===== config.mk =====
export PLATFORM = sky130hd
export DESIGN_NAME = vfp_trap_ctrl
export DESIGN_NICKNAME = d
export VERILOG_FILES = /design/src/rtl/vfp_trap_ctrl.sv
export SDC_FILE = /design/constraint.sdc
export NUM_CORES = 1
export LEC_CHECK = 0
export BUFFER_PORTS_ARGS = -buffer_cell sky130_fd_sc_hd__buf_2
export CAP_MARGIN = 20
export CELL_PAD_IN_SITES_DETAIL_PLACEMENT = 0
export CELL_PAD_IN_SITES_GLOBAL_PLACEMENT = 1
export CORE_MARGIN = 2
export CORE_UTILIZATION = 38
export CTS_CLUSTER_SIZE = 14
export DETAILED_ROUTE_END_ITERATION = 10
export MAX_ROUTING_LAYER = met4
export PLACE_DENSITY_LB_ADDON = 0.12
export SLEW_MARGIN = 30
export SYNTH_ARGS = -nofsm -noshare
export SYNTH_HDL_FRONTEND = slang
export SYNTH_SLANG_ARGS = --single-unit

===== constraint.sdc =====
create_clock -name clk -period 2.4 [get_ports clk]
set_clock_uncertainty 0.2 [all_clocks]
set_input_delay 0.12 -clock clk [delete_from_list [all_inputs] [get_ports clk]]
set_output_delay 0.12 -clock clk [all_outputs]
set_load 0.02 [all_outputs]

===== src/rtl/vfp_trap_ctrl.sv =====
module vfp_trap_ctrl #(
  parameter int EW = 64
) (
  input  logic            clk,
  input  logic            rst_n,
  input  logic            start,
  input  logic [3:0]      fmt,
  input  logic [3:0]      mod,
  input  logic            xsup,
  output logic            busy,
  output logic            req,
  output logic            req_idx,
  input  logic            lane_vld,
  input  logic [EW-1:0]   lane_res,
  input  logic [4:0]      lane_flg,
  input  logic            fpc_we,
  input  logic [31:0]     fpc_wdata,
  output logic [31:0]     fpc,
  output logic [2*EW-1:0] dst,
  output logic            done,
  output logic            trap,
  output logic            spec_err,
  output logic [7:0]      vxc
);
  localparam logic [3:0] FMT_LONG = 4'd3;

  logic          busy_q, idx_q, single_q, xsup_q;
  logic          done_q, trap_q, spec_q;
  logic [7:0]    vxc_q;
  logic [EW-1:0] stage_q;
  logic [4:0]    acc_q;
  logic [31:0]   fpc_q;
  logic [2*EW-1:0] dst_q;

  logic [4:0] hit, flg_all;
  logic [3:0] cause;
  logic       fire, last, trap_now, commit, spec_ok;

  assign spec_ok  = (fmt == FMT_LONG) && (mod[2:0] == 3'b000);
  assign hit      = lane_flg & fpc_q[31:27] & {4'hF, ~xsup_q};
  assign fire     = busy_q & lane_vld;
  assign last     = single_q | idx_q;
  assign trap_now = fire & (|hit);
  assign commit   = fire & ~(|hit) & last;
  assign flg_all  = acc_q | lane_flg;

  always_comb begin
    if (hit[4])      cause = 4'd1;
    else if (hit[3]) cause = 4'd2;
    else if (hit[2]) cause = 4'd3;
    else if (hit[1]) cause = 4'd4;
    else if (hit[0]) cause = 4'd5;
    else             cause = 4'd0;
  end

  always_ff @(posedge clk) begin
    if (!rst_n) begin
      busy_q <= 1'b0; idx_q <= 1'b0; single_q <= 1'b0; xsup_q <= 1'b0;
      done_q <= 1'b0; trap_q <= 1'b0; spec_q <= 1'b0; vxc_q <= '0;
      stage_q <= '0; acc_q <= '0; dst_q <= '0;
    end else begin
      done_q <= 1'b0;
      trap_q <= 1'b0;
      spec_q <= 1'b0;
      vxc_q  <= '0;
      if (!busy_q && start) begin
        if (spec_ok) begin
          busy_q   <= 1'b1;
          idx_q    <= 1'b0;
          single_q <= mod[3];
          xsup_q   <= xsup;
          acc_q    <= '0;
        end else begin
          done_q <= 1'b1;
          spec_q <= 1'b1;
        end
      end
      if (fire) begin
        if (trap_now) begin
          busy_q <= 1'b0;
          done_q <= 1'b1;
          trap_q <= 1'b1;
          vxc_q  <= {3'b000, idx_q, cause};
        end else if (last) begin
          busy_q <= 1'b0;
          done_q <= 1'b1;
          dst_q  <= idx_q ? {lane_res, stage_q} : {{EW{1'b0}}, lane_res};
        end else begin
          stage_q <= lane_res;
          acc_q   <= flg_all;
          idx_q   <= 1'b1;
        end
      end
    end
  end

  always_ff @(posedge clk) begin
    if (!rst_n) fpc_q <= '0;
    else fpc_q <= (fpc_we ? fpc_wdata : fpc_q)
                | (commit ? {8'h00, flg_all, 19'h0} : 32'h0);
  end

  assign busy     = busy_q;
  assign req      = busy_q;
  assign req_idx  = idx_q;
  assign fpc      = fpc_q;
  assign dst      = dst_q;
  assign done     = done_q;
  assign trap     = trap_q;
  assign spec_err = spec_q;
  assign vxc      = vxc_q;
endmodule


==> results.cfg <==
[job]
cap_violations = 0

[detailed_routing]
routed_wl_um = 25430
routedWlPerCell_um = 14.65
drc = 0
vias = 8470
post_drt_via_cell_ratio = 4.879
dr.pass1.iters = 5
drt.antenna.violating_nets = 0
drtIter0Drc = 445

[min_path]
hp-start = fmt[2]
hp-class = primary input to flop

[final_layout]
fin_nets = 1504
area_growth_syn_to_layout_pct = 38.30
layout_commonest_cell = buf_2
drive_gt1_share_pct = 24.68
final_cells = 1736
nFillCells = 2353
n_antenna_cell = 0
final_cell_mix = 283 x buf_2, 264 x nand2_1, 238 x dfxtp_1
post-route-util_pct = 53.54

[sta]
setup_viol_count_final = 0
max_freq_mhz = 431.1
drv_slew = 0
period_share_pct = 96.66
holdWs_ps = 15.23
worstMarginPinSlew_ps = 680.2
rsz0062_at_grt = yes
min_period_ps = 2320
hold_viol = 0
slew_headroom_pct = 54.65
tns_ps = 0
fin_ws_ps = 80.08

[logic_synthesis]
synth.top_cells.by_area = dfxtp_1 49%, mux2i_1 16%, nand2_1 10%
ys_ff_latch = 240
syn_area_per_cell_um2 = 9.411
yosysWarningCount = 0
synth_async_sr_flop_share_pct = 0
netlist_area_um2 = 9749
ys.flop_type = dfxtp_1
synthCells = 1036
yosysUniqueCellTypes = 34
synth_top_area_cell = dfxtp_1
seq_area_frac_synth_pct = 49.28
synth_edf_count = 0
synth_top_area_share_pct = 49.28

[global_routing]
antenna_found_initial = 0
gr-total-overflow = 0
grt_usage_pct = 18.30
grt_pass1_wl_um = 39810
grt_pass1_vias = 7907
grt_max_degree = 157

[power_and_ir_drop]
seqPwrFrac_pct = 47.1
switching_power_mw = 1.944
p_comb_share_pct = 7.6
pwr_density_cell_nw_per_um2 = 635.9
swShare_pct = 22.67
clockPowerShare_pct = 45.3
ir_drop_mv = 0.4554
intPower_mw = 6.629
p_leak_nw = 6.364

[die]
die_x_um = 164.2
fp.dieH_um = 164.2
initial_utilization_pct = 38.72
core_um2 = 25180
top_level_ports = 289
rows = 58
dieArea_um2 = 26950

[cts]
htree_levels = 1
tritoncts = built
clock_path_buffers = 3
clk_latency_ps = 520
cts_buffers = 27
clock_sinks = 240
path_clk_slew_ps = 60
root_buffer = clkbuf_16

[run_status]
status = completed

[placed_design]
hpwl_um = 15620
place.gp.congestion = 0.7179
io_buffers = 284
dp.cells = 1570
dp_slack_ps = 207.2

[critical_path]
crit_start = fpc[28]$_SDFFE_PN0P_
worstSetupPathType = flop to flop
rrSetupSlack_ps = 80
startpoint_type = flop
crit_fanout = 56
worstPathArrival_ps = 2580
r2r_start = fpc[28]$_SDFFE_PN0P_
cp.required_ps = 2660
crit_path_end_kind = flop
layout make-up:
type	count	area (um^2)	area share, %
clock buffer	40	764.5	5.670
clock inverter	6	55.05	0.4083
multi-input combinational	698	4513	33.47
sequential	240	4810	35.67
tap	330	412.9	3.062
timing repair buffer	422	2928	21.71
registers in the layout (all words and copies together) (netlist names):
register / cells
trap: 1
stage_q: 64
spec_err: 1
busy: 1
acc_q: 5
dst: 128
req_idx: 1
single_q: 1
vxc: 4
fpc: 32
xsup_q: 1
done: 1
per-layer routing:
| metal | vias to the layer above | GRT usage, % | share of wire (%) |
|---|---|---|---|
| met3 | 39 | 3.409 | 6.2 |
| met5 | - | - | 0 |
| met2 | 210 | 29.16 | 45 |
| li1 | 4314 | - | - |
| met1 | 3907 | 23.97 | 47 |
| met4 | 0 | 4.705 | 2.0 |
timing repair:
item,4_1_cts,5_1_grt
hold buffers,119,0
buffers inserted,0,1
endpoints found under the setup margin,0,4
hold endpoints to repair,240,0
resized for setup,0,4
power groups by stage:
stage	logic, mW	registers (mW)	clock network [mW]
after floorplan	0.234	4.17	0
after global placement	0.491	4.12	0
after detailed placement	0.493	4.12	0
after CTS	0.645	4.04	4.00
after global routing	0.716	4.04	4.19
final	0.654	4.04	3.88
path summary, 6_finish.rpt:
path / end / cells past startpoint
hold / removal: req_idx$_SDFF_PN0_ / 5
setup reg to reg: fpc[21]$_SDFF_PN0_ / 6
hold reg to reg: dst[79]$_SDFFE_PN0P_ / 2
setup / recovery: fpc[21]$_SDFF_PN0_ / 6
worst max-delay path: stages (launching register included):
cell and delay [ps]:
dfxtp_1 350, a22o_1 260, nor4b_4 320, buf_12 270
o21ai_0 120, a21boi_1 160, dlygate4sd3_1 560
cell usage after synthesis, types with 3 or more instances:
cell type	instances
buf_4	12
a21boi_1	4
buf_2	27
nor2_1	3
nand2_1	264
o21ai_1	9
mux2i_1	160
dfxtp_1	240
clkbuf_1	58
o211a_1	64
nand3_1	4
a32o_1	5
o21ai_0	63
nor2b_1	29
nand4_1	65
buf_1	4
stage by stage:
stage                     instance area, um^2  total power, mW
after floorplan                          9761            4.401
after global placement                  11440            4.614
after detailed placement                11440            4.617
after CTS                               13450            8.685
after global routing                    13480            8.946
final                                   13480            8.573
logic make-up (layout without fill, tap and decap cells):
| family | after synthesis | count (layout) | synth area share, % |
|---|---|---|---|
| AOI/OAI and AO/OA | 157 | 157 | 12.05 |
| buffers and inverters | 101 | 468 | 4.697 |
| DFF | 240 | 240 | 49.28 |
| muxes | 160 | 160 | 16.43 |
| other | 1 | 4 | 0.03846 |
| and+or+nand+nor | 377 | 377 | 17.51 |
Note: power is estimated with default switching activity, not from simulation.
